===== src/rtl/mdrop_pkg.sv =====
package mdrop_pkg;
  localparam int CHAR_W     = 8;
  localparam int WORD_W     = CHAR_W + 1;
  localparam int FRAME_BITS = CHAR_W + 3;

  typedef enum logic {
    WAKE_IDLE = 1'b0,
    WAKE_ADDR = 1'b1
  } wake_mode_e;

  typedef enum logic [1:0] {
    RX_HUNT,
    RX_START,
    RX_BITS,
    RX_STOP
  } rx_state_e;

  // Frame image, sent from bit 0 upward: start, data LSB first, ninth bit, stop.
  function automatic logic [FRAME_BITS-1:0] pack_frame(input logic [CHAR_W-1:0] ch,
                                                      input logic is_addr);
    return {1'b1, is_addr, ch, 1'b0};
  endfunction

  // Ticks of continuous mark that count as an idle line.
  function automatic int idle_ticks(input int bits, input int ovs);
    return bits * ovs;
  endfunction
endpackage


===== src/rtl/mdrop_baud.sv =====
module mdrop_baud #(
  parameter int DIV_W = 16
) (
  input  logic             clk,
  input  logic             rst_n,
  input  logic [DIV_W-1:0] div,
  output logic             tick
);
  logic [DIV_W-1:0] cnt;

  assign tick = (cnt >= div);

  always_ff @(posedge clk) begin
    if (!rst_n) cnt <= '0;
    else if (tick) cnt <= '0;
    else cnt <= cnt + 1'b1;
  end

  p_tick_restarts_r2: assert property (@(posedge clk) disable iff (!rst_n)
    tick |=> (cnt == '0));
endmodule


===== src/rtl/mdrop_tx.sv =====
module mdrop_tx
  import mdrop_pkg::*;
#(
  parameter int OVS = 16
) (
  input  logic              clk,
  input  logic              rst_n,
  input  logic              tick,
  input  logic              wr_data,
  input  logic              wr_addr,
  input  logic [CHAR_W-1:0] ch,
  input  logic              wired_mode,
  output logic              line_out,
  output logic              line_oe,
  output logic              empty
);
  localparam int SUB_W = $clog2(OVS);
  localparam int BC_W  = $clog2(FRAME_BITS + 1);

  logic [FRAME_BITS-1:0] shreg;
  logic                  busy;
  logic [SUB_W-1:0]      sub;
  logic [BC_W-1:0]       bitn;
  logic                  wr_any, accept, bit_end, cur_bit;

  assign wr_any  = wr_data | wr_addr;
  assign accept  = wr_any & ~busy;
  assign bit_end = busy & tick & (sub == SUB_W'(OVS - 1));
  assign cur_bit = busy ? shreg[0] : 1'b1;
  assign empty   = ~busy;

  // Open-drain style: only ever pull low, release for a 1.
  assign line_out = wired_mode ? 1'b0 : cur_bit;
  assign line_oe  = wired_mode ? ~cur_bit : 1'b1;

  always_ff @(posedge clk) begin
    if (!rst_n) begin
      shreg <= '1;
      busy  <= 1'b0;
      sub   <= '0;
      bitn  <= '0;
    end else if (accept) begin
      shreg <= pack_frame(ch, wr_addr);
      busy  <= 1'b1;
      sub   <= '0;
      bitn  <= '0;
    end else if (busy && tick) begin
      if (bit_end) begin
        sub   <= '0;
        shreg <= {1'b1, shreg[FRAME_BITS-1:1]};
        if (bitn == BC_W'(FRAME_BITS - 1)) busy <= 1'b0;
        else bitn <= bitn + 1'b1;
      end else begin
        sub <= sub + 1'b1;
      end
    end
  end

  p_accept_clears_empty_r10: assert property (@(posedge clk) disable iff (!rst_n)
    accept |=> !empty);
  p_busy_write_ignored_r10: assert property (@(posedge clk) disable iff (!rst_n)
    (busy && wr_any && !bit_end) |=> $stable(shreg));
  p_wired_release_r4: assert property (@(posedge clk) disable iff (!rst_n)
    (wired_mode && !busy) |-> !line_oe);
endmodule


===== src/rtl/mdrop_rx.sv =====
module mdrop_rx
  import mdrop_pkg::*;
#(
  parameter int OVS       = 16,
  parameter int IDLE_BITS = 10
) (
  input  logic              clk,
  input  logic              rst_n,
  input  logic              tick,
  input  logic              rxd_async,
  input  logic              idle_clear,
  output logic              frame_done,
  output logic [WORD_W-1:0] frame_word,
  output logic              idle_hit,
  output logic              start_reject
);
  localparam int SUB_W  = $clog2(OVS);
  localparam int HALF   = OVS / 2;
  localparam int IDLE_T = idle_ticks(IDLE_BITS, OVS);
  localparam int IC_W   = $clog2(IDLE_T + 1);

  logic [1:0]        sync;
  logic              rxd;
  rx_state_e         state;
  logic [SUB_W-1:0]  sub;
  logic [3:0]        bitn;
  logic [WORD_W-1:0] shreg;
  logic [IC_W-1:0]   idle_cnt;
  logic              mid_start, bit_end;

  assign rxd          = sync[1];
  assign mid_start    = (state == RX_START) && tick && (sub == SUB_W'(HALF - 1));
  assign start_reject = mid_start && rxd;
  assign bit_end      = tick && (sub == SUB_W'(OVS - 1));
  assign frame_word   = shreg;
  assign idle_hit     = tick && (state == RX_HUNT) && rxd && !idle_clear &&
                        (idle_cnt == IC_W'(IDLE_T - 1));

  always_ff @(posedge clk) begin
    if (!rst_n) sync <= 2'b11;
    else sync <= {sync[0], rxd_async};
  end

  always_ff @(posedge clk) begin
    if (!rst_n) begin
      state      <= RX_HUNT;
      sub        <= '0;
      bitn       <= '0;
      shreg      <= '0;
      frame_done <= 1'b0;
    end else begin
      frame_done <= 1'b0;
      if (tick) begin
        case (state)
          RX_HUNT: if (!rxd) begin
            state <= RX_START;
            sub   <= '0;
          end
          RX_START: if (mid_start) begin
            sub   <= '0;
            bitn  <= '0;
            state <= rxd ? RX_HUNT : RX_BITS;
          end else begin
            sub <= sub + 1'b1;
          end
          RX_BITS: if (bit_end) begin
            sub   <= '0;
            shreg <= {rxd, shreg[WORD_W-1:1]};
            if (bitn == 4'(CHAR_W)) state <= RX_STOP;
            else bitn <= bitn + 1'b1;
          end else begin
            sub <= sub + 1'b1;
          end
          RX_STOP: if (bit_end) begin
            sub        <= '0;
            frame_done <= rxd;
            state      <= RX_HUNT;
          end else begin
            sub <= sub + 1'b1;
          end
          default: state <= RX_HUNT;
        endcase
      end
    end
  end

  always_ff @(posedge clk) begin
    if (!rst_n) idle_cnt <= '0;
    else if (idle_clear || state != RX_HUNT || !rxd) idle_cnt <= '0;
    else if (tick && idle_cnt < IC_W'(IDLE_T)) idle_cnt <= idle_cnt + 1'b1;
  end

  p_idle_bound_r7: assert property (@(posedge clk) disable iff (!rst_n)
    idle_cnt <= IC_W'(IDLE_T));
  p_reject_to_hunt_r9: assert property (@(posedge clk) disable iff (!rst_n)
    start_reject |=> (state == RX_HUNT));
  p_done_after_mark_r9: assert property (@(posedge clk) disable iff (!rst_n)
    frame_done |-> $past(rxd));
endmodule


===== src/rtl/mdrop_wake.sv =====
module mdrop_wake
  import mdrop_pkg::*;
(
  input  logic              clk,
  input  logic              rst_n,
  input  logic              frame_done,
  input  logic [WORD_W-1:0] frame_word,
  input  logic              idle_hit,
  input  wake_mode_e        mode,
  input  logic              match_en,
  input  logic [CHAR_W-1:0] station,
  input  logic              sleep_req,
  input  logic              ack,
  output logic              asleep,
  output logic              full,
  output logic [WORD_W-1:0] word,
  output logic              sleep_enter
);
  logic is_addr, addr_wake, listening, reject_addr, deliver, idle_wake;

  assign is_addr     = frame_word[WORD_W-1];
  assign addr_wake   = asleep && (mode == WAKE_ADDR) && is_addr;
  assign listening   = !asleep || addr_wake;
  assign reject_addr = is_addr && match_en && (frame_word[CHAR_W-1:0] != station);
  assign deliver     = frame_done && listening && !reject_addr;
  assign sleep_enter = (frame_done && listening && reject_addr) || sleep_req;
  assign idle_wake   = asleep && (mode == WAKE_IDLE) && idle_hit;

  always_ff @(posedge clk) begin
    if (!rst_n) asleep <= 1'b0;
    else if (sleep_enter) asleep <= 1'b1;
    else if (deliver || idle_wake) asleep <= 1'b0;
  end

  always_ff @(posedge clk) begin
    if (!rst_n) begin
      full <= 1'b0;
      word <= '0;
    end else if (deliver) begin
      full <= 1'b1;
      word <= frame_word;
    end else if (ack) begin
      full <= 1'b0;
    end
  end

  p_sleep_no_deliver_r5: assert property (@(posedge clk) disable iff (!rst_n)
    (asleep && mode == WAKE_IDLE) |-> !deliver);
  p_addr_wake_r6: assert property (@(posedge clk) disable iff (!rst_n)
    (frame_done && asleep && mode == WAKE_ADDR && is_addr && !match_en && !sleep_req)
      |=> (!asleep && full));
  p_mismatch_sleeps_r8: assert property (@(posedge clk) disable iff (!rst_n)
    (frame_done && listening && reject_addr) |=> asleep);
  p_ack_clears_r11: assert property (@(posedge clk) disable iff (!rst_n)
    (ack && !deliver) |=> !full);
  p_forced_sleep_r12: assert property (@(posedge clk) disable iff (!rst_n)
    sleep_req |=> asleep);
endmodule


===== src/rtl/mdrop_uart.sv =====
module mdrop_uart
  import mdrop_pkg::*;
#(
  parameter int DIV_W     = 16,
  parameter int OVS       = 16,
  parameter int IDLE_BITS = 10
) (
  input  logic              clk,
  input  logic              rst_n,
  input  logic [DIV_W-1:0]  baud_div,
  input  logic [CHAR_W-1:0] tx_char,
  input  logic              tx_data_wr,
  input  logic              tx_addr_wr,
  input  logic              wired_mode,
  output logic              txd_out,
  output logic              txd_oe,
  output logic              tx_empty,
  input  logic              rxd,
  input  logic              wake_mode,
  input  logic              sleep_req,
  input  logic              match_en,
  input  logic [CHAR_W-1:0] station_addr,
  input  logic              rx_ack,
  output logic [WORD_W-1:0] rx_word,
  output logic              rx_full,
  output logic              rx_asleep
);
  logic              tick;
  logic              frame_done, idle_hit, start_reject, sleep_enter;
  logic [WORD_W-1:0] frame_word;
  wake_mode_e        mode;

  assign mode = wake_mode_e'(wake_mode);

  mdrop_baud #(.DIV_W(DIV_W)) u_baud (
    .clk(clk), .rst_n(rst_n), .div(baud_div), .tick(tick)
  );

  mdrop_tx #(.OVS(OVS)) u_tx (
    .clk(clk), .rst_n(rst_n), .tick(tick),
    .wr_data(tx_data_wr), .wr_addr(tx_addr_wr), .ch(tx_char),
    .wired_mode(wired_mode), .line_out(txd_out), .line_oe(txd_oe), .empty(tx_empty)
  );

  mdrop_rx #(.OVS(OVS), .IDLE_BITS(IDLE_BITS)) u_rx (
    .clk(clk), .rst_n(rst_n), .tick(tick), .rxd_async(rxd),
    .idle_clear(sleep_enter), .frame_done(frame_done), .frame_word(frame_word),
    .idle_hit(idle_hit), .start_reject(start_reject)
  );

  mdrop_wake u_wake (
    .clk(clk), .rst_n(rst_n), .frame_done(frame_done), .frame_word(frame_word),
    .idle_hit(idle_hit), .mode(mode), .match_en(match_en), .station(station_addr),
    .sleep_req(sleep_req), .ack(rx_ack), .asleep(rx_asleep), .full(rx_full),
    .word(rx_word), .sleep_enter(sleep_enter)
  );

  p_reject_no_frame_r9: assert property (@(posedge clk) disable iff (!rst_n)
    start_reject |=> !frame_done);
endmodule


===== config.mk =====
export PLATFORM = sky130hd
export DESIGN_NAME = mdrop_uart
export DESIGN_NICKNAME = d
export VERILOG_FILES = /design/src/rtl/mdrop_pkg.sv /design/src/rtl/mdrop_baud.sv /design/src/rtl/mdrop_tx.sv /design/src/rtl/mdrop_rx.sv /design/src/rtl/mdrop_wake.sv /design/src/rtl/mdrop_uart.sv
export SDC_FILE = /design/constraint.sdc
export NUM_CORES = 1
export LEC_CHECK = 0
export ABC_AREA = 1
export CAP_MARGIN = 20
export CORE_ASPECT_RATIO = 1.2
export CORE_UTILIZATION = 55
export DETAILED_ROUTE_END_ITERATION = 10
export MAX_ROUTING_LAYER = met4
export PLACE_DENSITY = 0.85
export SLEW_MARGIN = 20
export SYNTH_ARGS = -nofsm -noshare
export SYNTH_HDL_FRONTEND = slang
export SYNTH_HIERARCHICAL = 1
export SYNTH_SLANG_ARGS = --single-unit
export TNS_END_PERCENT = 10

===== constraint.sdc =====
create_clock -name clk -period 2.6 [get_ports clk]
set_clock_uncertainty 0.15 [all_clocks]
set_input_delay 0.65 -clock clk [delete_from_list [all_inputs] [get_ports clk]]
set_output_delay 0.65 -clock clk [all_outputs]
set_load 0.005 [all_outputs]

# Word level (Yosys, flattened, before mapping)
# Index checks and enable logic that the tools add are counted.
# word_totals
input_bits	42
regBits	76
elab_cells	125
out_inout_bits	14
# classes
bitwise	9
mux	30
eq_ne	16
order_cmp	2
n_addsub	6
n_reduce_logical	47
# op_table
op	n
$mux 10	3
$mux 4	7
$logic_and 1x1->1	18
$add 16x1->16 const B	1
$add 4x1->4 const B	4
$eq 4x4->1 const B	4
$ge 16x16->1	1
$reduce_bool 2->1	7
$mux 2	6
$pmux 4 s3	1
$mux 1	11
$reduce_and 3->1	3
$add 8x1->8 const B	1
$eq 8x8->1 const B	1
$lt 8x8->1 const B	1
$ne 2x1->1 const B	4
$ne 8x8->1	1
$pmux 2 s4	1
$pmux 4 s2	1
$reduce_or 2->1	4
$reduce_and 6->1	1
$logic_or 1x1->1	5
$not 1->1	5
$reduce_and 5->1	1
10 further kinds	18

# Depth between registers and ports, before layout
# Gate-level depths: netlist of run 1.
# depth
word_depth	13
mapped_depth	19
ltp_nobuf	19

# By module
# Netlist of run 1, hierarchy kept.
# modules_own_cells
module	cells_per_inst	area_each_um2	instances	seq_area_each_um2
mdrop_rx	184	1401.3	1	600.6
mdrop_baud	168	1182.4	1	320.3
mdrop_tx	123	887.1	1	380.4
mdrop_wake	106	689.4	1	220.2

# Worst setup path before layout of run 1
# OpenSTA, ideal clock, no wires.
# synth_timing
path_type	input-to-reg
from	input baud_div[3]
to	register u_rx.state[0]
stages	16
setup_slack_ps	135
path_buffers	0
arrival_ps	2200
required_time_ps	2334
setup_ps	116
cell_sequence	inv_1 > ha_1 > nand2_1 > nor2_1 > nor2_1 > nand2_1 > nand2_1 > nand2_1 > nand2_1 > nand2_1 > nand2_2 > nor2_4 > nor2_4 > nor2_4 > nand3_1 > and3_1
# synth_between
elab_chain_len	5
word_cells_on_any_way	8
classes_between	1 x order compare; 3 x eq/ne; 4 x reduce/logical
# synth_lines
element	line_no	source
start, declared	mdrop_uart.sv:10	input logic [DIV_W-1:0] baud_div,
$ge 16x16->1 *	mdrop_baud.sv:11	assign tick = (cnt >= div);
net tick	mdrop_uart.sv:28	logic tick;
$logic_and 1x1->1 (2 in series)	mdrop_rx.sv:32	assign mid_start = (state == RX_START) && tick && (sub == SUB_W'(HALF - 1));
$ne 2x1->1 (no source line)	--	
$reduce_and 6->1 (no source line) *	--	
end signal, assigned	mdrop_rx.sv:62	state <= rxd ? RX_HUNT : RX_BITS;
end, declared	mdrop_rx.sv:24	rx_state_e state;
# Mark *: on every way through the listed nets, which the timed path passes. The rest lies on a longest branch.
# A chain may end at the register's enable or synchronous reset.

# Worst setup path in the final report of run 1
# layout_timing
from	input baud_div[9]
to	register u_rx.bitn[3]
# layout_between
elab_chain_len	5
word_cells_on_any_way	7
classes_between	1 x order compare; 2 x eq/ne; 4 x reduce/logical
# layout_lines
element	line_no	source
$ge 16x16->1 *	mdrop_baud.sv:11	
net tick	mdrop_uart.sv:28	
$logic_and 1x1->1 (2 in series)	mdrop_rx.sv:32	
$ne 2x1->1 (no source line)	--	
$reduce_and 5->1 (no source line) *	--	
end signal, assigned	mdrop_rx.sv:70	else bitn <= bitn + 1'b1;
end, declared	mdrop_rx.sv:26	logic [3:0] bitn;
# Marks and branches as above.

==> metrics.md, run 1 <==
| Metric | Value |
|---|---|
| Worst-path cell chain | `dlygate4sd2_1 > inv_2 > ha_4 > nand2_1 > nand2_1 > nand3_2 > a21oi_2 > nor2_2 > nand2_4 > buf_6 > nand2_4 > nor2_4 > nor2_4 > nor2_4 > nand2_4 > inv_2 > o21ai_1 > nor2_1` |
| Die width | `81.34 um` |
| Total Routing Usage GR | `25.37%` |
| Crit path kind | `input pin to flip-flop` |
| Clk slew on worst S/H paths | `80 ps` |
| Slew Limit Headroom | `a little over two thirds` |
| Synthesized area | `0.004154 mm2` |
| Slowest stage delay, CP | `260 ps` |
| Largest net degree at the start of global routing | `18` |
| IO Port Bufs | `55` |
| Min Clock Period, post-route | `2514 ps` |
| Max-cap violations | `0` |
| Worst-Margin Slew | `around 450 ps` |
| Period utilisation layout | `96.69%` |
| Drt total wl | `9306 um` |
| N_diodes | `0` |
| Clock tree from TritonCTS | `yes` |
| Crit path arrival time | `~2700 ps` |
| Number of buffers and inverters on the critical path | `4` |
| Reg2Reg Depth | `19` |
| Overflow after GRT | `0` |
| Warnings, synthesis | `6` |
| Vias per cell | `5.178` |
| IO Count | `56` |
| Reg2reg start | `u_baud/cnt[0]$_SDFF_PP0_` |
| TritonRoute pass-1 iters | `4` |
| R2r setup slk | `240 ps` |
| Routability cong. | `0.8370` |
| Maximum vdd drop | `341.2 uV` |
| Layout Cells excl Fill | `754` |
| Starting Density | `57.10%` |
| Worst hold slack | `about 270 ps` |
| Wire length per cell | `12.34 um` |
| Hold depth | `1` |
| Final Util | `73.36%` |
| Vias in the first global route | `3764` |
| Vias | `3904` |
| Clock buffer depth | `2` |
| Detail Route Antenna Nets | `0` |
| Fin. Hold Viols | `0` |
| Worst Min Path Start | `u_rx/sync[0]$_SDFF_PN1_` |
| Global-route wire length before repair | `~15000 um` |
| Pwr dens | `452.1 mW/mm2` |
| Clock Sink Count | `76` |
| Inst Count DP | `738` |
| Hold_buf cts | `0` |
| Syn nets | `646` |
| Initial antenna violation count | `0` |
| Synthesized instance count | `580` |
| H-Tree Depth | `3` |
| Clock Latency Late Sink | `350 ps` |
| HPWL Detailed | `6544 um` |
| Startpoint Class | `input pin` |
| Core area | `a little over 0.007 mm2` |
| Pleak | `0.002208 uW` |
| DRT iter0 DRCs | `194` |
| Fin. max-slew vios | `0` |
| Die ar. | `0.007906 mm2` |
| Placed cell area | `0.004891 mm2` |
| Setup-failing EPs final | `0` |
| Final instance area | `0.005336 mm2` |
| Status | `finished, final reports clean` |
| Synth-to-layout area growth | `28.46%` |
| Rows | `34` |
| Syn_area_per_cell | `7.162 um2` |
| End of the worst hold path | `u_rx/sync[1]$_SDFF_PN1_` |
| Post-CTS setup buffer count | `0` |
| Nets | `725` |
| Worst Path Required | `2740 ps` |
| Clk root buf | `clkbuf_8` |
| CP top delay family | `simple AND/OR/NAND/NOR gates` |
| Slowest cell on crit path | `ha_4` |
| Layout cells sized above 1 | `18.83%` |
| Num CTS Buffers | `9` |
| Highest net fanout along the worst path | `6` |
| Die height | `approximately 97 um` |
| Max frequency | `397.8 MHz` |
| Crit. End Element | `flip-flop` |
| Min-Delay Path Class | `flip-flop to flip-flop` |
| DRC | `0` |
| Critical R2R Capture | `u_rx/bitn[3]$_SDFFE_PN0P_` |
==> cell usage in the layout, fill, tap and decap left out, types with 2 or more instances in the layout <==
cell,instances
nand2_1,129
nor2_1,76
dfxtp_1,76
inv_1,64
clkdlybuf4s50_1,39
nand3_1,34
a21oi_1,28
buf_4,20
inv_2,18
o21ai_0,17
nor2_2,15
clkbuf_8,13
dlygate4sd2_1,13
nand4_1,13
ha_1,13
xnor2_1,11
ha_4,11
xor2_1,9
nor2_4,8
a21oi_2,8
nand2_2,7
nand2_4,6
o21ai_1,5
nand3_2,4
clkdlybuf4s15_1,3
or2_2,3
inv_4,2
==> flip-flops by register name, indices dropped and copies added, names as in the netlist, 2 cells and up, named ones only <==
register	flops
u_tx/sub	4
u_rx/idle_cnt	8
u_tx/shreg	10
u_rx/sub	4
u_rx/sync	2
u_rx/bitn	4
u_tx/bitn	4
u_baud/cnt	16
u_wake/word	9
u_rx/frame_word	9
==> cell type report <==
| cell class | instances | area (um2) |
|---|---|---|
| fill | 551 | 1938 |
| timing repair buffer | 76 | 695.7 |
| clock inverter | 3 | 42.54 |
| tap | 90 | 112.6 |
| multi-input combinational | 412 | 2465 |
| clock buffer | 13 | 178.9 |
| inverter | 84 | 320.3 |
| sequential | 76 | 1521 |
==> worst register-to-register path, cell delays in order, from the launching register on <==
cell and delay (ps):
dfxtp_1 370, inv_2 70, ha_1 300, nand2_2 70
nor2_4 70, nor2_1 40, nand2_1 50, nand2_1 60
nand2_2 90, nand2_4 70, nand2_4 80, buf_6 110
nand2_4 50, nor2_4 170, nor2_4 60, nor2_4 160
nand2_4 100, inv_2 70, o21ai_1 50, nor2_1 130
==> through the flow <==
stage / worst slack, ps / setup TNS (ps) / total power, uW
after floorplan: 134.6 / 0 / 1335
after CTS: 101.0 / 0 / 2414
after detailed placement: -555.6 / -21840 / 1442
final: 86.12 / 0 / 2413
after global placement: -470.6 / -18240 / 1432
after global routing: -38.35 / -65.82 / 2506
==> metal layers <==
metal | track usage (%) | up-vias | part of all wire (%)
met5 | - | - | 0
met4 | 10.16 | 0 | 2.9
met3 | 4.789 | 20 | 3.9
met2 | 44.94 | 89 | 52
met1 | 26.81 | 1802 | 41
li1 | - | 1993 | -
==> where the power goes <==
| group | total (uW) | internal (uW) | switching (uW) | leakage (uW) |
|---|---|---|---|---|
| sequential | 1200 | 1190 | 18.4 | 0.000617 |
| combinational | 230 | 117 | 113 | 0.00148 |
| clock | 978 | 547 | 431 | 0.000112 |
==> timing repair <==
action / CTS / global route
pin swaps: 33 / 13
endpoints found under the setup margin: 38 / 31
hold endpoints to repair: 0 / 0
resized for setup: 47 / 20
==> how the worst max path moves through the flow <==
stage                                       endpoint   startpoint  depth (start not counted)
after detailed placement  u_rx/state[0]$_SDFFE_PN0P_  baud_div[3]                         18
final                      u_rx/bitn[3]$_SDFFE_PN0P_  baud_div[9]                         18
after global routing       u_rx/bitn[3]$_SDFFE_PN0P_  baud_div[9]                         18
after floorplan           u_rx/state[0]$_SDFFE_PN0P_  baud_div[3]                         16
after global placement    u_rx/state[0]$_SDFFE_PN0P_  baud_div[3]                         18
after CTS                                     txd_oe   wired_mode                          3
Note: power is estimated with default switching activity, not from simulation.
==> inputs of run 2 (changes only) <==
--- a/config.mk
+++ b/config.mk
@@ -9,6 +9,8 @@
 export CAP_MARGIN = 20
 export CORE_ASPECT_RATIO = 1.2
 export CORE_UTILIZATION = 55
+export CTS_BUF_LIST = sky130_fd_sc_hd__clkbuf_16
+export CTS_CLUSTER_SIZE = 8
 export DETAILED_ROUTE_END_ITERATION = 10
 export MAX_ROUTING_LAYER = met4
 export PLACE_DENSITY = 0.85
==> metrics.md, run 2 (synthesis gave the netlist of run 1 again) <==
| Metric | Value |
|---|---|
| Switching share of power | `between 20% and 30%` |
| Starting Density | `a little under three fifths` |
| Routability cong. | `0.8370` |
| Slew Limit Headroom | `68.77%` |
| Max-cap violations | `0` |
| Vias | `3873` |
| Vias in the first global route | `roughly 3800` |
| Logic gate share of total power | `8.9%` |
| Max frequency | `398.6 MHz` |
| Synth-to-layout area growth | `30.30%` |
| Clock Sink Count | `76` |
| R2r setup slk | `190 ps` |
| Post-place setup slack | `-555.6 ps` |
| Status | `finished, final reports clean` |
| Reg2Reg Depth | `19` |
| Clock tree from TritonCTS | `yes` |
| Die ar. | `about 0.0079 mm2` |
| Crit. End Element | `flip-flop` |
| Pleak | `0.002221 uW` |
| Pwr dens | `486.2 mW/mm2` |
| Total Routing Usage GR | `between 20% and 30%` |
| Fin. Hold Viols | `0` |
| Drt total wl | `9612 um` |
| Largest Register | `u_baud/cnt` |
| Maximum vdd drop | `447.5 uV` |
| Num CTS Buffers | `9` |
| Final Util | `between 70% and 80%` |
| Core area | `roughly 0.0073 mm2` |
| Worst Path Required | `approximately 2700 ps` |
| Startpoint Class | `input pin` |
| Critical path origin | `baud_div[7]` |
| Min-Delay Path Class | `flip-flop to flip-flop` |
| Sw Pwr | `597.2 uW` |
| Clk network pwr share | `approximately 45%` |
| DRC | `0` |
| DRT iter0 DRCs | `235` |
| Rows | `34` |
| Reg2reg start | `u_baud/cnt[0]$_SDFF_PP0_` |
| Fin. max-slew vios | `0` |
| Highest net fanout along the worst path | `10` |
| Clk root buf | `clkbuf_16` |
| Global-route wire length before repair | `15770 um` |
| Total power | `2632 uW` |
| End point of the critical path | `u_rx/frame_word[8]$_SDFFE_PN0P_` |
| Wire length per cell | `12.73 um` |
| Reg power frac | `a little under half` |
| Hold_buf cts | `0` |
| TritonRoute pass-1 iters | `4` |
| Crit path kind | `input pin to flip-flop` |
| Clock buffer depth | `2` |
| Layout cells sized above 1 | `18.35%` |
| Top flop regs | `u_baud/cnt: 16 flops, u_tx/shreg: 10 flops` |
| Initial antenna violation count | `0` |
| Filler cells | `548` |
| Commonest non-fill, non-tap cell in the layout | `nand2_1` |
| Most frequent cells in the layout | `129 x nand2_1, 76 x nor2_1, 76 x dfxtp_1, 64 x inv_1, 39 x clkdlybuf4s50_1` |
| Nets | `726` |
| IO Count | `56` |
| Die height | `97.20 um` |
| N_diodes | `0` |
| Die width | `81.34 um` |
| H-Tree Depth | `3` |
| Largest register FFs | `16` |
| Min Clock Period, post-route | `2509 ps` |
| Vias per cell | `5.130` |
| HPWL Detailed | `6544 um` |
| Worst-Margin Slew | `463.5 ps` |
| Post-route worst setup slack | `91.38 ps` |
| Overflow after GRT | `0` |
| Pint | `just over 2000 uW` |
| IO Port Bufs | `55` |
| Setup-failing EPs final | `0` |
| Critical R2R Capture | `u_rx/bitn[3]$_SDFFE_PN0P_` |
| Detail Route Antenna Nets | `0` |
| Clk slew on worst S/H paths | `about 60 ps` |
| Crit path arrival time | `2570 ps` |
| Largest net degree at the start of global routing | `18` |
| Period utilisation layout | `96.49%` |
| Clock Latency Late Sink | `330 ps` |
==> run 2: timing repair <==
| action | 4_1_cts | 5_1_grt |
|---|---|---|
| pin swaps | 33 | 17 |
| endpoints found under the setup margin | 40 | 33 |
| endpoints found under the hold margin | 0 | 0 |
| gates resized for setup | 48 | 22 |
| buffers inserted | 0 | 1 |
==> run 2: layout make-up <==
cell class                      count  area (um2)  share of cell area (%)
Multi-Input combinational cell    412        2470                   45.63
Sequential cell                    76        1521                   28.11
Timing Repair Buffer               77       705.7                   13.04
Inverter                           84       320.3                   5.918
Clock buffer                        9       225.2                   4.161
Tap cell                           90       112.6                   2.080
Clock inverter                      7       57.56                   1.063
==> run 2: power by group through the flow <==
stage	Sequential, uW	Combinational [uW]	Clock (uW)
global placement	1230	204	0
floorplan	1230	110	0
finish	1210	235	1190
detailed placement	1230	212	0
global route	1210	261	1250
CTS	1210	218	1210
==> run 2: layer usage <==
| layer | vias to the layer above | track usage, % | routed length (um) |
|---|---|---|---|
| li1 | 2010 | - | - |
| met1 | 1774 | 27.49 | 3913 |
| met2 | 73 | 46.60 | 5213 |
| met3 | 16 | 3.662 | 300 |
| met4 | 0 | 11.68 | 186 |
| met5 | - | - | 0 |
==> run 2: worst min-delay path by stage <==
stage	to	start	cells after the start	slack (ps)
finish	u_rx/sync[1]$_SDFF_PN1_	u_rx/sync[0]$_SDFF_PN1_	1	270
global route	u_rx/sync[1]$_SDFF_PN1_	u_rx/sync[0]$_SDFF_PN1_	1	290
CTS	u_rx/sync[1]$_SDFF_PN1_	u_rx/sync[0]$_SDFF_PN1_	1	270
detailed placement	u_rx/sync[1]$_SDFF_PN1_	u_rx/sync[0]$_SDFF_PN1_	1	260
global placement	u_rx/sync[1]$_SDFF_PN1_	u_rx/sync[0]$_SDFF_PN1_	1	250
floorplan	u_rx/sync[1]$_SDFF_PN1_	u_rx/sync[0]$_SDFF_PN1_	1	240
==> run 2: metrics by stage <==
step	area [um2]	setup TNS [ps]	hold WS, ps	instances
2_1_floorplan	4154	0	242.5	580
3_3_place_gp	4891	-18240	247.5	738
3_5_place_dp	4891	-21840	258.1	738
4_1_cts	5319	0	270.5	754
5_1_grt	5413	-177.8	287.4	755
6_report	5413	0	266.0	755
==> run 2: critical path: stages <==
cell           delay (ps)
dlygate4sd2_1         240
inv_2                  60
ha_4                  200
a21oi_1               210
o21a_1                190
nand2_2                80
nand2_2               100
nand2_4                70
buf_6                 120
nand2_4                70
nor2_4                 50
nand2_2               170
inv_4                  90
o21ai_0               200
a21oi_1                70
==> inputs of run 3 (changes only) <==
--- a/config.mk
+++ b/config.mk
@@ -12,9 +12,9 @@
 export CTS_BUF_LIST = sky130_fd_sc_hd__clkbuf_16
 export CTS_CLUSTER_SIZE = 8
 export DETAILED_ROUTE_END_ITERATION = 10
+export GPL_TIMING_DRIVEN = 0
 export MAX_ROUTING_LAYER = met4
 export PLACE_DENSITY = 0.85
-export SLEW_MARGIN = 20
 export SYNTH_ARGS = -nofsm -noshare
 export SYNTH_HDL_FRONTEND = slang
 export SYNTH_HIERARCHICAL = 1
==> metrics.md, run 3 (synthesis gave the netlist of run 1 again) <==
| Metric | Value |
|---|---|
| Initial antenna violation count | `0` |
| Worst-Margin Slew | `651.9 ps` |
| Fin. max-slew vios | `0` |
| Status | `finished, final reports clean` |
| Crit path arrival time | `2560 ps` |
| Total power | `2843 uW` |
| Overflow after GRT | `0` |
| Min Clock Period, post-route | `2492 ps` |
| End of the worst hold path | `u_rx/sync[1]$_SDFF_PN1_` |
| Largest Register | `u_baud/cnt` |
| DRT iter0 DRCs | `approximately 270` |
| Hold depth | `1` |
| Clock Latency Late Sink | `roughly 330 ps` |
| IO Count | `56` |
| IO Port Bufs | `55` |
| Synth-to-layout area growth | `31.05%` |
| Startpoint Class | `input pin` |
| HPWL Detailed | `6381 um` |
| Layout Cells excl Fill | `750` |
| Slew Limit Headroom | `between 50 and 60%` |
| Max-cap violations | `0` |
| Vias per cell | `around 5.3` |
| Drt total wl | `9620 um` |
| Reg2reg start | `u_baud/cnt[0]$_SDFF_PP0_` |
| Layout cells sized above 1 | `16.82%` |
| Setup-failing EPs final | `0` |
| Post-route worst setup slack | `108.4 ps` |
| Largest register FFs | `16` |
| Clock buffer depth | `2` |
| Routability cong. | `0.8006` |
| Worst Min Path Start | `u_rx/sync[0]$_SDFF_PN1_` |
| Most frequent cells in the layout | `131 x nand2_1, 80 x nor2_1, 76 x dfxtp_1, 66 x inv_1, 39 x clkdlybuf4s50_1` |
| Clock Sink Count | `76` |
| Die ar. | `0.007906 mm2` |
| Vias | `3943` |
| N_diodes | `0` |
| TritonRoute pass-1 iters | `5` |
| CP most frequent cell | `nor2_4` |
| Slowest stage delay, CP | `roughly 270 ps` |
| Worst Path Required | `2670 ps` |
| Slowest cell on crit path | `ha_4` |
| Crit. End Element | `flip-flop` |
| R2r setup slk | `240 ps` |
| Rows | `34` |
| Num CTS Buffers | `9` |
| Die height | `around 97 um` |
| Clk slew on worst S/H paths | `60 ps` |
| Global-route wire length before repair | `15840 um` |
| Starting Density | `57.10%` |
| Worst-path cell chain | `dlygate4sd2_1 > inv_2 > ha_4 > nand2_1 > o21ai_1 > nor2_4 > nand2_4 > nand2_4 > nor2_4 > nor2_4 > nor2_4 > nand2_4 > a31oi_4 > nor2_1` |
| Top flop regs | `u_baud/cnt: 16 flops, u_tx/shreg: 10 flops` |
| Vias in the first global route | `3709` |
| Maximum vdd drop | `404.0 uV` |
| Inst Count DP | `roughly 730` |
| Min-Delay Path Class | `flip-flop to flip-flop` |
| Max frequency | `roughly 400 MHz` |
| Clk root buf | `clkbuf_16` |
| Setup_tns | `0 ps` |
| Period utilisation layout | `95.83%` |
| Wire length per cell | `12.83 um` |
| Fin. Hold Viols | `0` |
| Post-place setup slack | `-637.6 ps` |
| Pwr dens | `between 500 and 600 mW/mm2` |
| Clock tree from TritonCTS | `yes` |
| Critical R2R Capture | `u_rx/bitn[3]$_SDFFE_PN0P_` |
| Nets | `between 700 and 800` |
| H-Tree Depth | `3` |
| Highest net fanout along the worst path | `8` |
| Detail Route Antenna Nets | `0` |
| Crit path kind | `input pin to flip-flop` |
| Largest net degree at the start of global routing | `14` |
| Die width | `just over 80 um` |
| Core area | `0.007274 mm2` |
| Commonest non-fill, non-tap cell in the layout | `nand2_1` |
| Unrepaired setup endpoints after global routing | `true` |
| DRC | `0` |
| Filler cells | `543` |
| Reg2Reg Depth | `17` |
| Pleak | `0.002269 uW` |
| Total Routing Usage GR | `26.28%` |
[run 3: what timing repair did]
item                       in CTS  in global routing
buffers inserted                7                  1
pin swaps                      36                 18
setup endpoints to repair      43                 48
resized for setup              49                 13
hold buffers                    0                  0
gates cloned                    1                  0
[run 3: area by class of cell]
class	instances	area, um2	area share [%]
Multi-Input combinational cell	412	2446	44.93
Clock buffer	9	225.2	4.137
Buffer	8	83.83	1.540
Sequential cell	76	1521	27.95
Clock inverter	7	115.1	2.114
Inverter	84	322.8	5.930
Timing Repair Buffer	64	616.8	11.33
Tap cell	90	112.6	2.068
[run 3: worst max-delay path by stage]
| stage | from | endpoint | slack (ps) | cells after the start |
|---|---|---|---|---|
| floorplan | baud_div[3] | u_rx/state[0]$_SDFFE_PN0P_ | 130 | 16 |
| global route | baud_div[2] | u_rx/bitn[2]$_SDFFE_PN0P_ | -9 | 19 |
| finish | baud_div[15] | u_rx/bitn[3]$_SDFFE_PN0P_ | 110 | 14 |
| global placement | baud_div[3] | u_rx/frame_word[8]$_SDFFE_PN0P_ | -600 | 17 |
| CTS | baud_div[11] | u_rx/bitn[2]$_SDFFE_PN0P_ | -30 | 15 |
| detailed placement | baud_div[3] | u_rx/bitn[3]$_SDFFE_PN0P_ | -640 | 18 |
[run 3: critical path: cells and delay by family]
family | cells | cell delay, ps
AOI/OAI and AO/OA | 2 | 420
adders and majority gates | 1 | 270
buffers and inverters | 2 | 300
and+or+nand+nor | 9 | 920
[run 3: power breakdown]
part | leakage (uW) | total (uW) | switching (uW) | internal (uW)
Combinational | 0.00148 | 222 | 108 | 114
Sequential | 0.000617 | 1210 | 17.5 | 1190
Clock | 0.000169 | 1420 | 481 | 935
Total | 0.00227 | 2840 | 606 | 2240
[run 3: per-layer routing]
layer | up-vias | share of wire [%] | global-route usage, %
met5 | - | 0 | -
met4 | 0 | 2.5 | 13.87
met3 | 24 | 4.3 | 3.380
met2 | 112 | 52 | 45.19
met1 | 1815 | 41 | 28.60
li1 | 1992 | - | -
[run 3: per-stage QoR]
stage               hold slack [ps]  utilization, %  instance area (um2)
detailed placement            261.6           66.22                 4817
floorplan                     242.5               -                 4154
global route                  318.8           74.84                 5444
global placement              252.8           66.22                 4817
CTS                           274.9           74.01                 5384
finish                        276.7           74.84                 5444
